`src/rtl/aux_bank_pkg.sv`:
```
// Package: shared constants, target codes and the status-offset function.
// Assumes a 16-bit address space with the I/O page at 0xC000.
package aux_bank_pkg;

    localparam int ADDR_W    = 16;
    localparam int NUM_FLAGS = 6;
    localparam int OFF_W     = 8;

    localparam logic [ADDR_W-1:0] ZP_END     = 16'h0200;
    localparam logic [ADDR_W-1:0] IO_BASE    = 16'hC000;
    localparam logic [ADDR_W-1:0] SLOT_BASE  = 16'hC100;
    localparam logic [ADDR_W-1:0] UPPER_BASE = 16'hD000;
    localparam logic [OFF_W-1:0]  IO_PAGE    = IO_BASE[ADDR_W-1:OFF_W];
    localparam int                STAT_BASE  = 8'h13;

    typedef enum logic [2:0] {
        TGT_MAIN  = 3'd0,
        TGT_AUX   = 3'd1,
        TGT_IO    = 3'd2,
        TGT_SLOT  = 3'd3,
        TGT_UPRAM = 3'd4,
        TGT_ROM   = 3'd5
    } target_e;

    typedef enum int {
        FL_COLSTORE = 0,
        FL_RDBANK   = 1,
        FL_WRBANK   = 2,
        FL_INTCARD  = 3,
        FL_ZPAGE    = 4,
        FL_CARD3    = 5
    } flag_idx_e;

    // The status offsets list the flags in a rotated order: flag 1 first, flag 0 last.
    function automatic logic [OFF_W-1:0] stat_off(input int idx);
        return OFF_W'(STAT_BASE + ((idx + NUM_FLAGS - 1) % NUM_FLAGS));
    endfunction

endpackage

```
`src/rtl/sw_flag_file.sv`:
```
// Module: sw_flag_file
// Holds the mode flags. A write that hits the I/O page at offset n < 2*NUM_FLAGS
// loads flag n>>1 with n[0]. Assumes wr_hit is already qualified by the I/O page.
module sw_flag_file
    import aux_bank_pkg::*;
#(
    parameter int N_FLAGS = NUM_FLAGS
) (
    input  logic               clk,
    input  logic               rst_n,
    input  logic               wr_hit,
    input  logic [OFF_W-1:0]   wr_off,
    output logic [N_FLAGS-1:0] flags
);
    localparam int SW_LIMIT = 2 * N_FLAGS;

    logic sw_sel;

    // Purpose: decide whether this write targets one of the switch offsets.
    always_comb sw_sel = wr_hit && (int'(wr_off) < SW_LIMIT);

    for (genvar i = 0; i < N_FLAGS; i++) begin : g_flag
        // Purpose: one flag register, loaded with the low offset bit when its pair is written.
        always_ff @(posedge clk) begin
            if (!rst_n)
                flags[i] <= 1'b0;
            else if (sw_sel && (wr_off[OFF_W-1:1] == (OFF_W-1)'(i)))
                flags[i] <= wr_off[0];
        end

        a_r5_set_flag: assert property (@(posedge clk) disable iff (!rst_n)
            (sw_sel && wr_off == OFF_W'(2*i+1)) |=> flags[i]);
        a_r5_clr_flag: assert property (@(posedge clk) disable iff (!rst_n)
            (sw_sel && wr_off == OFF_W'(2*i)) |=> !flags[i]);
    end

    a_r6_hold: assert property (@(posedge clk) disable iff (!rst_n)
        !sw_sel |=> $stable(flags));
    a_r9_reset_clear: assert property (@(posedge clk)
        !rst_n |=> (flags == '0));

endmodule

```
`src/rtl/stat_readback.sv`:
```
// Module: stat_readback
// Selects the flag addressed by a status read and presents it in bit 7.
// Assumes rd_hit is already qualified by the I/O page.
module stat_readback
    import aux_bank_pkg::*;
#(
    parameter int N_FLAGS = NUM_FLAGS
) (
    input  logic               rd_hit,
    input  logic [OFF_W-1:0]   rd_off,
    input  logic [N_FLAGS-1:0] flags,
    output logic               valid,
    output logic [7:0]         data
);
    logic match;
    logic sel_bit;

    // Purpose: scan the status offsets and pick the matching flag.
    always_comb begin
        match   = 1'b0;
        sel_bit = 1'b0;
        for (int i = 0; i < N_FLAGS; i++) begin
            if (rd_off == stat_off(i)) begin
                match   = 1'b1;
                sel_bit = flags[i];
            end
        end
        valid = rd_hit && match;
        data  = valid ? {sel_bit, 7'b0} : 8'h00;
    end

endmodule

```
`src/rtl/bank_router.sv`:
```
// Module: bank_router
// Maps an address to a target for one access direction. Assumes the caller
// supplies the flags and the upper-area enable that apply to that direction.
module bank_router
    import aux_bank_pkg::*;
(
    input  logic [ADDR_W-1:0] addr,
    input  logic              zp_aux,
    input  logic              main_aux,
    input  logic              upper_en,
    output target_e           target
);
    // Purpose: compare the address against the region boundaries in ascending order.
    always_comb begin
        if (addr < ZP_END)
            target = zp_aux ? TGT_AUX : TGT_MAIN;
        else if (addr < IO_BASE)
            target = main_aux ? TGT_AUX : TGT_MAIN;
        else if (addr < SLOT_BASE)
            target = TGT_IO;
        else if (addr < UPPER_BASE)
            target = TGT_SLOT;
        else
            target = upper_en ? TGT_UPRAM : TGT_ROM;
    end

endmodule

```
`src/rtl/aux_bank_router.sv`:
```
// Module: aux_bank_router (top)
// Routes reads and writes to memory targets and holds the mode flags.
// Assumes cpu_rd and cpu_wr are not both asserted in the same cycle.
module aux_bank_router
    import aux_bank_pkg::*;
(
    input  logic              clk,
    input  logic              rst_n,
    input  logic [15:0]       cpu_addr,
    input  logic              cpu_rd,
    input  logic              cpu_wr,
    input  logic              upper_rd_en,
    input  logic              upper_wr_en,
    output logic [2:0]        rd_target,
    output logic [2:0]        wr_target,
    output logic              stat_valid,
    output logic [7:0]        stat_data
);
    localparam int N_DIR = 2;

    logic [NUM_FLAGS-1:0] flags;
    logic                 io_page;
    logic [N_DIR-1:0]     dir_main_aux;
    logic [N_DIR-1:0]     dir_upper_en;
    target_e              dir_tgt [N_DIR];

    // Purpose: detect an access to the I/O page.
    always_comb io_page = (cpu_addr[ADDR_W-1:OFF_W] == IO_PAGE);

    sw_flag_file #(.N_FLAGS(NUM_FLAGS)) i_flags (
        .clk    (clk),
        .rst_n  (rst_n),
        .wr_hit (cpu_wr && io_page),
        .wr_off (cpu_addr[OFF_W-1:0]),
        .flags  (flags)
    );

    stat_readback #(.N_FLAGS(NUM_FLAGS)) i_stat (
        .rd_hit (cpu_rd && io_page),
        .rd_off (cpu_addr[OFF_W-1:0]),
        .flags  (flags),
        .valid  (stat_valid),
        .data   (stat_data)
    );

    // Purpose: collect the flag and enable for each direction (0 = read, 1 = write).
    always_comb begin
        dir_main_aux = {flags[FL_WRBANK], flags[FL_RDBANK]};
        dir_upper_en = {upper_wr_en, upper_rd_en};
    end

    for (genvar d = 0; d < N_DIR; d++) begin : g_dir
        bank_router i_route (
            .addr     (cpu_addr),
            .zp_aux   (flags[FL_ZPAGE]),
            .main_aux (dir_main_aux[d]),
            .upper_en (dir_upper_en[d]),
            .target   (dir_tgt[d])
        );
    end

    // Purpose: present the read and write answers as plain codes.
    always_comb begin
        rd_target = dir_tgt[0];
        wr_target = dir_tgt[1];
    end

    a_r1_zp_same: assert property (@(posedge clk) disable iff (!rst_n)
        (cpu_addr < ZP_END) |-> (rd_target == wr_target));
    a_r2_same_when_equal: assert property (@(posedge clk) disable iff (!rst_n)
        (flags[FL_RDBANK] == flags[FL_WRBANK]) |-> (rd_target == wr_target) || (cpu_addr >= UPPER_BASE));
    a_r3_io_page: assert property (@(posedge clk) disable iff (!rst_n)
        io_page |-> (rd_target == TGT_IO && wr_target == TGT_IO));
    a_r7_valid_on_read: assert property (@(posedge clk) disable iff (!rst_n)
        stat_valid |-> (cpu_rd && io_page));
    a_r8_low_bits: assert property (@(posedge clk) disable iff (!rst_n)
        stat_data[6:0] == 7'b0);

endmodule

```
`config.mk`:
```
export PLATFORM = sky130hd
export DESIGN_NAME = aux_bank_router
export DESIGN_NICKNAME = d
export VERILOG_FILES = /design/src/rtl/aux_bank_pkg.sv /design/src/rtl/sw_flag_file.sv /design/src/rtl/stat_readback.sv /design/src/rtl/bank_router.sv /design/src/rtl/aux_bank_router.sv
export SDC_FILE = /design/constraint.sdc
export NUM_CORES = 1
export LEC_CHECK = 0
export ABC_AREA = 1
export BUFFER_PORTS_ARGS = -buffer_cell sky130_fd_sc_hd__clkbuf_2
export CORE_MARGIN = 5
export CORE_UTILIZATION = 40
export DETAILED_ROUTE_END_ITERATION = 7
export HOLD_SLACK_MARGIN = 0.12
export PLACE_DENSITY_LB_ADDON = 0.2
export SLEW_MARGIN = 15
export SYNTH_ARGS = -nofsm -noshare
export SYNTH_HDL_FRONTEND = slang
export SYNTH_SLANG_ARGS = --single-unit
```
`constraint.sdc`:
```
create_clock -name clk -period 1 [get_ports clk]
set_input_delay 0.15 -clock clk [delete_from_list [all_inputs] [get_ports clk]]
set_output_delay 0.15 -clock clk [all_outputs]
set_load 0.1 [all_outputs]
```
==> out/results.tsv <==
metric	value	unit
area grow syn2layout	83.4	%
Routed WL per cell	12.6	µm
Largest regs	i_flags.flags x6	
Reg with most FFs	i_flags.flags	
commonest cells after routing, fill and taps aside	nand2_1 (24), buf_4 (23), clkbuf_2 (18)	
Seq/Total Area, Yosys	16.0	%
drt drc	0	
nets	215	
CTS Buf Count	3	
die height	53.4	µm
vias in the first global route	978	
hpwl dp	2.04	mm
clk buf depth	2	
DIE AREA	2850	µm²
Worst setup SP type	input pin	
Final setup viols	14	
io pins	37	
CP Class	in2out	
initial drt markers	29	
crit-path cells	buf_6 -> inv_4 -> nand2_4 -> nor2_4 -> nand2_2 -> o21ai_2 -> nand4_1 -> a21oi_4 -> buf_12	
peak supply drop	0.688	mV
vias per cell	4.86	
first-pass GRT wire length	3.94	mm
Final Cell Area	1380	µm²
Root Buffer	clkbuf_4	
failing checks	negative setup slack	
Setup crit end kind	output port	
WP data required	850	ps
Initial Util	42.6	%
post-route clock period utilization	145	%
CTS tree	done	
Synth warnings	0	
max cap viols	0	
hold_buf cts	0	
Placer Congestion	0.855	
power density over cell area	714	nW/µm²
Cell Area, Synth	752	µm²
final hold viol count	0	
Leak Pwr	0.678	nW
initial antenna violation count	0	
Mapped Avg Cell Area	5.53	µm²
clock net sink count	6	
DR pass1 iterations	4	
number of unique standard cell types used by synthesis	22	
worst min path class	in2reg	
maximum clock rate	0.692	GHz
most common cell after layout, fill and taps aside	nand2_1	
H-tree depth	1	
Worst Skew	0	ps
layout cell share with drive strength beyond 1	53.4	%
Final ANT Viol Nets	0	
Total GRT Usage	18.8	%
setup ws final	-445	ps
grt ovf	0	
# diodes	0	
RSZ-0062 raised after global routing	true	
total power	0.000984	W
routed via count	1049	
Crit-path slowest cell	nor2_4	
largest net degree at the start of global routing	9	
outcome	complete, but fails checks	
WL final	2.72	mm
std cell rows	15	
Yosys reg bits	6	
core footprint	1760	µm²
Gate Count Post-Synth	136	
Clock Pin Slew Worst Setup and Hold Paths	50	ps
DIE WIDTH	53.4	µm
max incr delay on CP	200	ps
Period minus WS final	1450	ps
Arrival @ worst endpoint	1300	ps
max reg flops	6	
dpl cell area	1260	µm²
CP Max Fanout	8	
Max Transition Viols Final	0	
Buffers on Ports	29	
Clock Latency Late Sink	240	ps
[per-layer routing]
metal  vias up  global-route usage, %  share of wire, %
met5         -                      0                 0
met4         0                   8.51               3.1
met2        51                   33.9                54
li1        520                      -                 -
met3        12                   3.94               6.8
met1       466                   20.7                36
[report_power, final]
part / internal, W / switching (W)
combinational: 0.000168 / 0.000352
sequential: 0.000240 / 0.000000000433
clock: 0.000136 / 0.0000886
total: 0.000544 / 0.000440
[logic make-up after synthesis]
logic type,count (synthesis),synth area share [%]
other cells,1,0.499
simple gates,85,54.9
buf+inv,38,23.6
compound gates,6,4.99
flops,6,16.0
[area by class of cell]
class | count | area, µm²
multi-input combinational | 98 | 592
timing repair buffer | 55 | 490
fill | 130 | 385
sequential | 6 | 124
inverter | 29 | 119
tap | 25 | 31.3
clock buffer | 3 | 22.5
[synthesized netlist by cell type]
library cell | count | area share (%)
inv_2 | 3 | 1.5
or2_4 | 1 | 1.2
o21ai_1 | 3 | 2.0
o221ai_1 | 2 | 2.3
nand3_1 | 8 | 5.3
a21oi_1 | 1 | 0.66
nor4_2 | 1 | 1.7
dfxtp_1 | 6 | 16
clkinv_2 | 1 | 0.66
nor3_4 | 2 | 4.3
nand4_1 | 7 | 5.8
and3_1 | 1 | 0.83
nor2_4 | 1 | 1.5
nand2_1 | 35 | 17
nor3_1 | 4 | 2.7
buf_4 | 9 | 9.0
inv_1 | 24 | 12
conb_1 | 1 | 0.50
nor4_1 | 1 | 0.83
nor2_1 | 20 | 10
clkinv_1 | 1 | 0.50
nand2_2 | 4 | 3.3
[path summary, 6_finish.rpt]
| kind | to | startpoint | cells after the start | slack, ps |
|---|---|---|---|---|
| worst min register to register | i_flags.flags[0]$_SDFFE_PN0P_ | i_flags.flags[0]$_SDFFE_PN0P_ | 4 | 510 |
| worst min-delay path | i_flags.flags[2]$_SDFFE_PN0P_ | rst_n | 3 | 180 |
| worst max-delay path | stat_data[7] | cpu_addr[5] | 9 | -450 |
| worst max register to register | i_flags.flags[4]$_SDFFE_PN0P_ | i_flags.flags[4]$_SDFFE_PN0P_ | 5 | 250 |
[what timing repair did]
action	4_1_cts	5_1_grt
resized for setup	16	17
hold endpoints to repair	0	0
setup endpoints to repair	14	14
pin swaps	10	9
setup buffers	1	2
[per-stage QoR]
| step | hold slack, ps | util [%] | instances | worst slack [ps] | setup TNS, ps |
|---|---|---|---|---|---|
| 2_1_floorplan | 270 | - | 142 | -632 | -3560 |
| 3_3_place_gp | 432 | 71.6 | 212 | -431 | -4300 |
| 3_5_place_dp | 442 | 71.6 | 212 | -526 | -4760 |
| 4_1_cts | 174 | 75.7 | 216 | -428 | -2350 |
| 5_1_grt | 186 | 78.2 | 216 | -533 | -3010 |
| 6_report | 182 | 78.2 | 216 | -445 | -2250 |
[critical path, delay by kind of cell]
| family | cells | cell delay [ps] |
|---|---|---|
| simple gates | 4 | 480 |
| buf+inv | 3 | 330 |
| compound gates | 2 | 320 |
Power figures use the tool's default switching activity.
